File: src/rtl/i2cw_pkg.sv
package i2cw_pkg;

    typedef enum logic [3:0] {
        ST_IDLE,
        ST_ADDR,
        ST_ADDR_ACK,
        ST_RX,
        ST_RX_HOLD,
        ST_RX_ACK,
        ST_TX_HOLD,
        ST_TX,
        ST_TX_ACK,
        ST_TX_NEXT
    } fsm_state_e;

    localparam int STAT_XMIT  = 0;
    localparam int STAT_DRDY  = 1;
    localparam int STAT_BUSY  = 2;
    localparam int STAT_ADDRD = 3;
    localparam int STAT_SSTOP = 4;
    localparam int STAT_TNACK = 5;
    localparam int STAT_W     = 8;

endpackage

File: src/rtl/i2cw_sync.sv
module i2cw_sync #(
    parameter int STAGES = 2,
    parameter int WIDTH  = 2
) (
    input  logic             clk,
    input  logic             rst_n,
    input  logic [WIDTH-1:0] d,
    output logic [WIDTH-1:0] q
);

    for (genvar g = 0; g < STAGES; g++) begin : stg
        logic [WIDTH-1:0] r;
        if (g == 0) begin : g_first
            always_ff @(posedge clk or negedge rst_n) begin
                if (!rst_n) r <= '1;
                else        r <= d;
            end
        end else begin : g_next
            always_ff @(posedge clk or negedge rst_n) begin
                if (!rst_n) r <= '1;
                else        r <= stg[g-1].r;
            end
        end
    end

    assign q = stg[STAGES-1].r;

endmodule

File: src/rtl/i2cw_bus_monitor.sv
module i2cw_bus_monitor #(
    parameter int SYNC_STAGES = 2
) (
    input  logic clk,
    input  logic rst_n,
    input  logic scl_in,
    input  logic sda_in,
    output logic sda_s,
    output logic bus_start,
    output logic bus_stop,
    output logic scl_rise,
    output logic scl_fall
);

    logic [1:0] synced;
    logic       scl_s;
    logic       scl_q;
    logic       sda_q;

    i2cw_sync #(.STAGES(SYNC_STAGES), .WIDTH(2)) sync_i (
        .clk   (clk),
        .rst_n (rst_n),
        .d     ({scl_in, sda_in}),
        .q     (synced)
    );

    assign scl_s = synced[1];
    assign sda_s = synced[0];

    always_ff @(posedge clk or negedge rst_n) begin
        if (!rst_n) begin
            scl_q <= 1'b1;
            sda_q <= 1'b1;
        end else begin
            scl_q <= scl_s;
            sda_q <= sda_s;
        end
    end

    assign bus_start = scl_s && scl_q && sda_q && !sda_s;
    assign bus_stop  = scl_s && scl_q && !sda_q && sda_s;
    assign scl_rise  = scl_s && !scl_q;
    assign scl_fall  = !scl_s && scl_q;

endmodule

File: src/rtl/i2cw_fsm.sv
module i2cw_fsm
    import i2cw_pkg::*;
#(
    parameter int DATA_W = 8,
    localparam int ADDR_W = DATA_W - 1,
    localparam int CNT_W  = $clog2(DATA_W + 1)
) (
    input  logic              clk,
    input  logic              rst_n,
    input  logic              enable,
    input  logic              lowpwr,
    input  logic [ADDR_W-1:0] own_addr,
    input  logic              sda_s,
    input  logic              bus_start,
    input  logic              bus_stop,
    input  logic              scl_rise,
    input  logic              scl_fall,
    input  logic              drdy,
    input  logic [DATA_W-1:0] tx_byte,
    output logic              scl_pull,
    output logic              sda_pull,
    output logic              ev_hit,
    output logic              ev_rw,
    output logic              ev_rx_done,
    output logic [DATA_W-1:0] rx_byte,
    output logic              ev_tx_req,
    output logic              ev_nack
);

    localparam logic [CNT_W-1:0] CNT_FULL = CNT_W'(DATA_W);

    fsm_state_e        state, state_n;
    logic [CNT_W-1:0]  cnt, cnt_n;
    logic [DATA_W-1:0] shreg, shreg_n;
    logic              skip, skip_n;
    logic              advance;

    // the state register
    always_ff @(posedge clk or negedge rst_n) begin
        if (!rst_n) begin
            state <= ST_IDLE;
            cnt   <= '0;
            shreg <= '0;
            skip  <= 1'b0;
        end else begin
            state <= state_n;
            cnt   <= cnt_n;
            shreg <= shreg_n;
            skip  <= skip_n;
        end
    end

    // in low-power mode only the address count keeps running
    assign advance = !lowpwr || (state == ST_ADDR);

    // next state, counters and event pulses
    always_comb begin
        state_n    = state;
        cnt_n      = cnt;
        shreg_n    = shreg;
        skip_n     = skip;
        ev_hit     = 1'b0;
        ev_rx_done = 1'b0;
        ev_tx_req  = 1'b0;
        ev_nack    = 1'b0;
        if (!enable) begin
            state_n = ST_IDLE;
            skip_n  = 1'b0;
        end else if (bus_start) begin
            state_n = ST_ADDR;
            cnt_n   = '0;
            skip_n  = lowpwr;
        end else if (bus_stop) begin
            state_n = ST_IDLE;
        end else if (advance) begin
            unique case (state)
                ST_IDLE: ;
                ST_ADDR, ST_RX: begin
                    if (scl_rise && cnt != CNT_FULL) begin
                        shreg_n = {shreg[DATA_W-2:0], sda_s};
                        cnt_n   = cnt + 1'b1;
                    end else if (scl_fall && cnt == CNT_FULL) begin
                        if (state == ST_RX) begin
                            state_n    = ST_RX_HOLD;
                            ev_rx_done = 1'b1;
                        end else if (shreg[DATA_W-1:1] == own_addr && !skip && !lowpwr) begin
                            state_n = ST_ADDR_ACK;
                            ev_hit  = 1'b1;
                        end else begin
                            state_n = ST_IDLE;
                        end
                    end
                end
                ST_ADDR_ACK: begin
                    if (scl_fall) begin
                        if (shreg[0]) begin
                            state_n   = ST_TX_HOLD;
                            ev_tx_req = 1'b1;
                        end else begin
                            state_n = ST_RX;
                            cnt_n   = '0;
                        end
                    end
                end
                ST_RX_HOLD: begin
                    if (!drdy) state_n = ST_RX_ACK;
                end
                ST_RX_ACK: begin
                    if (scl_fall) begin
                        state_n = ST_RX;
                        cnt_n   = '0;
                    end
                end
                ST_TX_HOLD: begin
                    if (!drdy) begin
                        state_n = ST_TX;
                        shreg_n = tx_byte;
                        cnt_n   = '0;
                    end
                end
                ST_TX: begin
                    if (scl_rise && cnt != CNT_FULL) begin
                        cnt_n = cnt + 1'b1;
                    end else if (scl_fall) begin
                        if (cnt == CNT_FULL) state_n = ST_TX_ACK;
                        else                 shreg_n = {shreg[DATA_W-2:0], 1'b0};
                    end
                end
                ST_TX_ACK: begin
                    if (scl_rise) begin
                        if (!sda_s) begin
                            state_n = ST_TX_NEXT;
                        end else begin
                            state_n = ST_IDLE;
                            ev_nack = 1'b1;
                        end
                    end
                end
                ST_TX_NEXT: begin
                    if (scl_fall) begin
                        state_n   = ST_TX_HOLD;
                        ev_tx_req = 1'b1;
                    end
                end
                default: state_n = ST_IDLE;
            endcase
        end
    end

    // line outputs, released whenever disabled or in low-power mode
    always_comb begin
        logic scl_d;
        logic sda_d;
        scl_d = (state == ST_RX_HOLD) || (state == ST_TX_HOLD);
        sda_d = (state == ST_ADDR_ACK) || (state == ST_RX_HOLD) || (state == ST_RX_ACK)
             || ((state == ST_TX_HOLD) && !drdy && !tx_byte[DATA_W-1])
             || ((state == ST_TX) && !shreg[DATA_W-1]);
        scl_pull = scl_d && enable && !lowpwr;
        sda_pull = sda_d && enable && !lowpwr;
    end

    assign ev_rw   = shreg[0];
    assign rx_byte = shreg;

endmodule

File: src/rtl/i2cw_slave.sv
module i2cw_slave
    import i2cw_pkg::*;
#(
    parameter int DATA_W      = 8,
    parameter int SYNC_STAGES = 2,
    localparam int ADDR_W     = DATA_W - 1
) (
    input  logic              clk,
    input  logic              rst_n,
    input  logic              enable,
    input  logic              lowpwr,
    input  logic [ADDR_W-1:0] own_addr,
    input  logic              scl_in,
    input  logic              sda_in,
    output logic              scl_pull,
    output logic              sda_pull,
    output logic              wake_req,
    input  logic              rd_strobe,
    input  logic              wr_strobe,
    input  logic [DATA_W-1:0] wr_data,
    output logic [DATA_W-1:0] rd_data,
    output logic [STAT_W-1:0] status
);

    logic              sda_s;
    logic              bus_start;
    logic              bus_stop;
    logic              scl_rise;
    logic              scl_fall;
    logic              ev_hit;
    logic              ev_rw;
    logic              ev_rx_done;
    logic              ev_tx_req;
    logic              ev_nack;
    logic [DATA_W-1:0] rx_byte;
    logic [DATA_W-1:0] data_reg;
    logic              st_xmit;
    logic              st_drdy;
    logic              st_busy;
    logic              st_addrd;
    logic              st_sstop;
    logic              st_tnack;
    logic              sw_take;

    i2cw_bus_monitor #(.SYNC_STAGES(SYNC_STAGES)) mon_i (
        .clk       (clk),
        .rst_n     (rst_n),
        .scl_in    (scl_in),
        .sda_in    (sda_in),
        .sda_s     (sda_s),
        .bus_start (bus_start),
        .bus_stop  (bus_stop),
        .scl_rise  (scl_rise),
        .scl_fall  (scl_fall)
    );

    i2cw_fsm #(.DATA_W(DATA_W)) fsm_i (
        .clk        (clk),
        .rst_n      (rst_n),
        .enable     (enable),
        .lowpwr     (lowpwr),
        .own_addr   (own_addr),
        .sda_s      (sda_s),
        .bus_start  (bus_start),
        .bus_stop   (bus_stop),
        .scl_rise   (scl_rise),
        .scl_fall   (scl_fall),
        .drdy       (st_drdy),
        .tx_byte    (data_reg),
        .scl_pull   (scl_pull),
        .sda_pull   (sda_pull),
        .ev_hit     (ev_hit),
        .ev_rw      (ev_rw),
        .ev_rx_done (ev_rx_done),
        .rx_byte    (rx_byte),
        .ev_tx_req  (ev_tx_req),
        .ev_nack    (ev_nack)
    );

    // software access is honoured only while data-ready is set
    assign sw_take = st_drdy && ((rd_strobe && !st_xmit) || (wr_strobe && st_xmit));

    always_ff @(posedge clk or negedge rst_n) begin
        if (!rst_n) begin
            data_reg <= '0;
            wake_req <= 1'b0;
            st_xmit  <= 1'b0;
            st_drdy  <= 1'b0;
            st_busy  <= 1'b0;
            st_addrd <= 1'b0;
            st_sstop <= 1'b0;
            st_tnack <= 1'b0;
        end else if (!enable) begin
            wake_req <= 1'b0;
            st_xmit  <= 1'b0;
            st_drdy  <= 1'b0;
            st_busy  <= 1'b0;
            st_addrd <= 1'b0;
            st_sstop <= 1'b0;
            st_tnack <= 1'b0;
        end else begin
            wake_req <= lowpwr && (wake_req || bus_start);
            if (!lowpwr) begin
                if (bus_start) begin
                    st_busy  <= 1'b1;
                    st_addrd <= 1'b0;
                    st_xmit  <= 1'b0;
                    st_drdy  <= 1'b0;
                end else if (bus_stop) begin
                    st_busy  <= 1'b0;
                    st_sstop <= st_sstop || st_addrd;
                    st_addrd <= 1'b0;
                    st_xmit  <= 1'b0;
                    st_drdy  <= 1'b0;
                end
                if (ev_hit) begin
                    st_addrd <= 1'b1;
                    st_xmit  <= ev_rw;
                    st_sstop <= 1'b0;
                    st_tnack <= 1'b0;
                end
                if (ev_rx_done) begin
                    data_reg <= rx_byte;
                    st_drdy  <= 1'b1;
                end
                if (ev_tx_req) st_drdy  <= 1'b1;
                if (ev_nack)   st_tnack <= 1'b1;
                if (sw_take) begin
                    st_drdy <= 1'b0;
                    if (st_xmit) data_reg <= wr_data;
                end
            end
        end
    end

    assign rd_data = data_reg;
    assign status  = {2'b00, st_tnack, st_sstop, st_addrd, st_busy, st_drdy, st_xmit};

endmodule

File: config.mk
export PLATFORM = sky130hd
export DESIGN_NAME = i2cw_slave
export DESIGN_NICKNAME = d
export VERILOG_FILES = /design/src/rtl/i2cw_pkg.sv /design/src/rtl/i2cw_sync.sv /design/src/rtl/i2cw_bus_monitor.sv /design/src/rtl/i2cw_fsm.sv /design/src/rtl/i2cw_slave.sv
export SDC_FILE = /design/constraint.sdc
export NUM_CORES = 1
export LEC_CHECK = 0
export BUFFER_PORTS_ARGS = -buffer_cell sky130_fd_sc_hd__buf_2
export CAP_MARGIN = 20
export CORE_AREA = 2 2 107 109
export CTS_BUF_LIST = sky130_fd_sc_hd__clkbuf_16
export DETAILED_ROUTE_END_ITERATION = 12
export DIE_AREA = 0 0 109 111
export SETUP_SLACK_MARGIN = 0.15
export SYNTH_ARGS = -nofsm -noshare
export SYNTH_HDL_FRONTEND = slang
export SYNTH_HIERARCHICAL = 1
export SYNTH_SLANG_ARGS = --single-unit
File: constraint.sdc
create_clock -name clk -period 3.5 [get_ports clk]
set_input_delay 0.7 -clock clk [delete_from_list [all_inputs] [get_ports clk]]
set_output_delay 0.7 -clock clk [all_outputs]
set_load 0.005 [all_outputs]
==> metrics.md, run 1 <==
| Metric | Value |
|---|---|
| Critical path depth in cells | `9` |
| Slew Viols, Final | `0` |
| Slowest stage delay, CP | `0.57 ns` |
| Core Region | `11100 sq um` |
| Initial antenna violation count | `0` |
| Clock Path Buffers | `2` |
| Slowest CP cell | `dfstp_2` |
| Max layer used | `met4` |
| Total track usage | `11.7%` |
| Initial Util | `24.0%` |
| Die Span X | `109 um` |
| Yosys top cell by area | `dfrtp_1` |
| Synth-to-layout area growth | `13.8%` |
| Max VDD drop | `0.187 mV` |
| GR Overflow Total | `0` |
| WL met3 | `454 um` |
| Synth unique cells | `64` |
| Post-DRT Antenna Nets | `0` |
| CP cell instances | `and4b_1, nand2b_4, or2_4, a21oi_4, nand2_1, nor4_2, buf_4, nand3b_1, nand4_1` |
| Clk pin slew, worst setup/hold paths | `0.06 ns` |
| Routed WL | `6800 um` |
| Die height | `111 um` |
| Worst-path maximum fanout | `17` |
| Setup TNS Final | `0 ns` |
| Final WS setup | `0.726 ns` |
| Synth Flop Type | `dfrtp_1` |
| Diodes inserted | `0` |
| H-Tree Depth | `2` |
| Synth warn | `6` |
| Met1 WL | `3080 um` |
| Crit. Startpoint | `mon_i/sync_i/q[0]` |
| Nets@finish | `339` |
| Post-Route Skew | `0.00425 ns` |
| Gates resized, CTS repair | `0` |
| RSZ-0062 raised after global routing | `no` |
| Register area share after synthesis | `36.0%` |
| Cell Area, Synth | `2660 sq um` |
| Period minus WS final | `2.77 ns` |
| Rel. slew slack | `40.2%` |
| Met2 Wirelength | `3220 um` |
| Final setup fails | `0` |
| Remaining DRCs | `0` |
| Share of the synthesized area in the top cell type | `30.1%` |
| Number of synthesized register bits | `38` |
| Die area | `12100 sq um` |
| Syn Area/Cell | `9.12 sq um` |
| Largest net degree at the start of global routing | `39` |
| Postcts setup bufs | `0` |
| Ratio of cells with drive above 1 in the final layout | `22.9%` |
| Routability-driven placement congestion ratio | `0.874` |
| Measured slew at the worst slew-check pin | `0.896 ns` |
| Worst EP arrival | `2.92 ns` |
| PortBufs | `39` |
| Crit path launch type | `register` |
| Avg Vias per Cell | `5.02` |
| Data required, critical path | `3.65 ns` |
| Crit path buffers/inverters | `1` |
| Cell Count, Final, Fillers Out | `458` |
| Avg WL per Cell | `14.8 um` |
| Drt pass-1 iters | `4` |
| Top Family by Delay on Critical Path | `simple AND/OR/NAND/NOR gates` |
| CTS root buf | `clkbuf_16` |
| End of the worst register-to-register path | `rd_data[3]` |
| Crit path capture | `rd_data[3]` |
| Pre-CTS WS | `0.758 ns` |
| CTS tree | `done` |
| Later-pin clock latency in the skew report | `0.28 ns` |
| Fin util | `27.4%` |
| R2r setup slk | `0.73 ns` |
| DRT iter0 DRCs | `232` |
| Async SR Flop Fraction | `100%` |
| Vias post-DR | `2301` |
| Hold Crit Class | `reg2reg` |
| Num rows | `39` |
| Commonest non-fill, non-tap cells in the layout | `39 x buf_2, 32 x dfrtp_1, 19 x nand2_1, 17 x nand4_1, 15 x a21oi_1` |
| Commonest non-fill, non-tap cell in the layout | `buf_2` |
| Num CTS Buffers | `5` |
| Reg2reg start | `mon_i/sync_i/q[0]` |
| Clock sink count | `38` |
| Static leakage | `1.24 nW` |
| Status | `finished clean` |
| Hold Crit Depth | `0` |
| Pwr dens | `351 nW/um^2` |
| Worst Setup End Kind | `register` |
| CP Class | `reg2reg` |
| Hold_buf cts | `0` |
| FMAX | `360 MHz` |
| Reg2Reg Depth | `9` |
| Post-synth EDFFs | `0` |
| Dpl cells | `450` |
| Max-Cap Viols | `0` |
| Vias in the first global route | `2210` |
| Dpl hpwl | `4830 um` |
| Hold Vio Cnt, Final | `0` |
| Post-Synthesis Cells | `292` |
| IO Pins | `42` |
| Crit share post-route | `79.3%` |
| First-pass GRT wire length | `11400 um` |
| Top post-synthesis cells by area | `dfrtp_1 30%, dfstp_2 5.9%, nand4_1 4.0%` |
metrics by stage:
step | area, sq um | hold WS [ns] | power, mW
after floorplan | 2670 | 0.345 | 0.587
after global placement | 2890 | 0.347 | 0.631
after detailed placement | 2890 | 0.347 | 0.632
after CTS | 3030 | 0.355 | 1.08
after global routing | 3030 | 0.359 | 1.12
final | 3030 | 0.355 | 1.06
kinds of logic (layout without fill, tap and decap cells):
group                      count (synthesis)  in the layout  synth area share [%]
AOI/OAI and AO/OA                         64             64                  17.3
xor gates and xnor gates                   7              7                  2.30
adders and majority gates                  2              2                 0.939
buffers and inverters                     40             62                  8.64
DFF                                       38             38                  36.0
muxes                                     11             11                  4.18
other                                      1              2                 0.141
and+or+nand+nor                          129            129                  30.5
worst min path at each step:
stage / slack (ns) / from / to
5_1_grt: 0.36 / mon_i/sync_i/stg[0].r[1] / mon_i/sync_i/q[1]
6_report: 0.35 / mon_i/sync_i/stg[0].r[1] / mon_i/sync_i/q[1]
4_1_cts: 0.36 / mon_i/sync_i/stg[0].r[1] / mon_i/sync_i/q[1]
3_5_place_dp: 0.35 / mon_i/sync_i/stg[0].r[1] / mon_i/sync_i/q[1]
2_1_floorplan: 0.35 / mon_i/sync_i/stg[0].r[0] / mon_i/sync_i/q[0]
3_3_place_gp: 0.35 / mon_i/sync_i/stg[0].r[1] / mon_i/sync_i/q[1]
Yosys cell counts, types with 7 or more instances:
cell / count
inv_1: 10
nand2b_1: 9
buf_4: 10
xnor2_1: 7
nand4_1: 17
nor2b_1: 8
dfrtp_1: 32
nor3_1: 8
a31oi_1: 10
mux2i_1: 10
buf_2: 13
o21ai_0: 10
nand2_1: 19
nand3_1: 14
a21oi_1: 15
nor2_1: 10
nand3b_1: 11
state kept, by name, indices dropped and copies added (netlist names):
signal              flops
wake_req                1
st_sstop                1
st_drdy                 1
fsm_i/state             4
mon_i/scl_q             1
st_xmit                 1
mon_i/sync_i/stg.r      2
fsm_i/skip              1
mon_i/sync_i/q          2
mon_i/sda_q             1
fsm_i/cnt               4
st_addrd                1
st_tnack                1
rd_data                 8
st_busy                 1
fsm_i/rx_byte           8
layout make-up:
type                    count  area (sq um)
clock buffers               5           125
flip-flops and latches     38           958
inverters                  11          41.3
well taps                 143           179
clock inverters             3          16.3
repair buffers             43           225
fillers                  1148          8050
multi-input cells         215          1490
worst register-to-register path, stage by stage, from the launching register on:
cell and delay [ns]:
dfstp_2 0.57, and4b_1 0.39, nand2b_4 0.26, or2_4 0.27, a21oi_4 0.24, nand2_1 0.16
nor4_2 0.28, buf_4 0.24, nand3b_1 0.14, nand4_1 0.11
power by group:
part           internal [mW]  total [mW]  leakage [nW]  switching [mW]
combinational         0.0557       0.126         0.682          0.0699
sequential             0.465       0.498         0.486          0.0326
clock                  0.260       0.441        0.0672           0.181
total                  0.781        1.06          1.24           0.283
routing by layer:
| metal | track usage, % | up-vias |
|---|---|---|
| met4 | 2.91 | 0 |
| met1 | 16.4 | 1105 |
| met3 | 2.76 | 5 |
| li1 | - | 1117 |
| met2 | 17.9 | 74 |
| met5 | 0 | - |
No activity file was read; power rests on OpenSTA's default activity.
==> inputs of run 2 (changes only) <==
==> constraint.sdc (replaced) <==
create_clock -name clk -period 2.8 [get_ports clk]
set_input_delay 0.56 -clock clk [delete_from_list [all_inputs] [get_ports clk]]
set_output_delay 0.56 -clock clk [all_outputs]
set_load 0.005 [all_outputs]
==> metrics.md, run 2 (synthesis results as in run 1) <==
| Metric | Value |
|---|---|
| Worst Setup End Kind | `register` |
| Placed cell areas | `2910 sq um` |
| Pre-CTS WS | `0.362 ns` |
| CP Class | `reg2reg` |
| Measured slew at the worst slew-check pin | `0.907 ns` |
| Largest net degree at the start of global routing | `39` |
| Met1 WL | `3210 um` |
| Die height | `111 um` |
| Routability-driven placement congestion ratio | `0.879` |
| Later-pin clock latency in the skew report | `0.28 ns` |
| GR Overflow Total | `0` |
| Max layer used | `met4` |
| Ratio of cells with drive above 1 in the final layout | `24.2%` |
| Initial Util | `24.0%` |
| Status | `finished clean` |
| First-pass GRT wire length | `11200 um` |
| Pwr dens | `438 nW/um^2` |
| PortBufs | `39` |
| Vias post-DR | `2394` |
| Hold Crit Class | `reg2reg` |
| Die area | `12100 sq um` |
| Postcts setup bufs | `0` |
| Avg Vias per Cell | `5.19` |
| Avg WL per Cell | `14.8 um` |
| RSZ-0062 raised after global routing | `no` |
| IO Pins | `42` |
| Max-Cap Viols | `0` |
| CTS root buf | `clkbuf_16` |
| Cell Count, Final, Fillers Out | `461` |
| Setup TNS Final | `0 ns` |
| Synth-to-layout area growth | `14.7%` |
| Clock sink count | `38` |
| Die Span X | `109 um` |
| DRT iter0 DRCs | `275` |
| Remaining DRCs | `0` |
| Period minus WS final | `2.47 ns` |
| Worst EP arrival | `2.64 ns` |
| Clock Path Buffers | `2` |
| Final setup fails | `0` |
| CTS tree | `done` |
| FMAX | `406 MHz` |
| Vias in the first global route | `2268` |
| Total Power | `1.34 mW` |
| Total track usage | `11.6%` |
| WL met3 | `398 um` |
| Slew Viols, Final | `0` |
| H-Tree Depth | `2` |
| Num CTS Buffers | `5` |
| Final WS setup | `0.335 ns` |
| Post-DRT Antenna Nets | `0` |
| Commonest non-fill, non-tap cell in the layout | `buf_2` |
| R2r setup slk | `0.33 ns` |
| Drt pass-1 iters | `6` |
| Fill cells | `1158` |
| Max VDD drop | `0.338 mV` |
| Crit path launch type | `register` |
| Met2 Wirelength | `3050 um` |
| Diodes inserted | `0` |
| Core Region | `11100 sq um` |
| Num rows | `39` |
| Dpl hpwl | `4880 um` |
| Dpl cells | `453` |
| Static leakage | `1.25 nW` |
| Commonest non-fill, non-tap cells in the layout | `39 x buf_2, 31 x dfrtp_1, 19 x nand2_1, 17 x nand4_1, 15 x a21oi_1` |
| Final Instance Area | `3060 sq um` |
| Clk pin slew, worst setup/hold paths | `0.06 ns` |
| Initial antenna violation count | `0` |
| Hold Vio Cnt, Final | `0` |
| Routed WL | `6830 um` |
| Worst-path maximum fanout | `10` |
| Post-Route Skew | `0.00489 ns` |
| Crit share post-route | `88.1%` |
| Rel. slew slack | `39.6%` |
| Data required, critical path | `2.97 ns` |
| Nets@finish | `342` |
==> run 2: worst max-delay path: stages (launching register included) <==
cell and delay, ns:
dfstp_2 0.56, and4b_1 0.21, nand2b_4 0.16, or2_4 0.26, a21oi_4 0.24, nand2_1 0.15
nor3b_1 0.36, nand2b_1 0.17, a21oi_1 0.18, nor2b_1 0.06
==> run 2: area by class of cell <==
cell class	instances	area (sq um)	area share [%]
well taps	143	179	5.85
repair buffers	46	248	8.10
multi-input cells	215	1490	48.7
clock buffers	5	125	4.09
clock inverters	3	16.3	0.532
flip-flops and latches	38	960	31.4
inverters	11	41.3	1.35
==> run 2: stage by stage <==
step	util [%]	hold WS [ns]
4_1_cts	27.6	0.356
5_1_grt	27.6	0.364
3_3_place_gp	26.3	0.347
6_report	27.6	0.356
2_1_floorplan	-	0.264
3_5_place_dp	26.3	0.347
==> run 2: path summary, 6_finish.rpt <==
path,from,end,cells after the start
hold reg to reg,mon_i/sync_i/stg[0].r[1],mon_i/sync_i/q[1],0
max in group asynchronous,rst_n,fsm_i/state[0],1
setup reg to reg,mon_i/sync_i/q[0],st_tnack,9
min in group asynchronous,rst_n,fsm_i/rx_byte[3],1
setup / recovery,mon_i/sync_i/q[0],st_tnack,9
hold / removal,mon_i/sync_i/stg[0].r[1],mon_i/sync_i/q[1],0
==> run 2: repair_timing <==
action	CTS	global route
resized for setup	0	2
setup endpoints to repair	0	4
hold buffers	0	0
==> run 2: power breakdown <==
part / internal (mW) / leakage, nW / switching [mW] / total, mW
registers: 0.581 / 0.485 / 0.0419 / 0.623
clock network: 0.325 / 0.0672 / 0.230 / 0.556
logic: 0.0705 / 0.698 / 0.0895 / 0.160
==> run 2: layer usage <==
layer | global-route usage [%] | vias to the layer above
met1 | 16.8 | 1161
met4 | 3.76 | 0
met2 | 17.3 | 89
met3 | 2.06 | 21
li1 | - | 1123
met5 | 0 | -
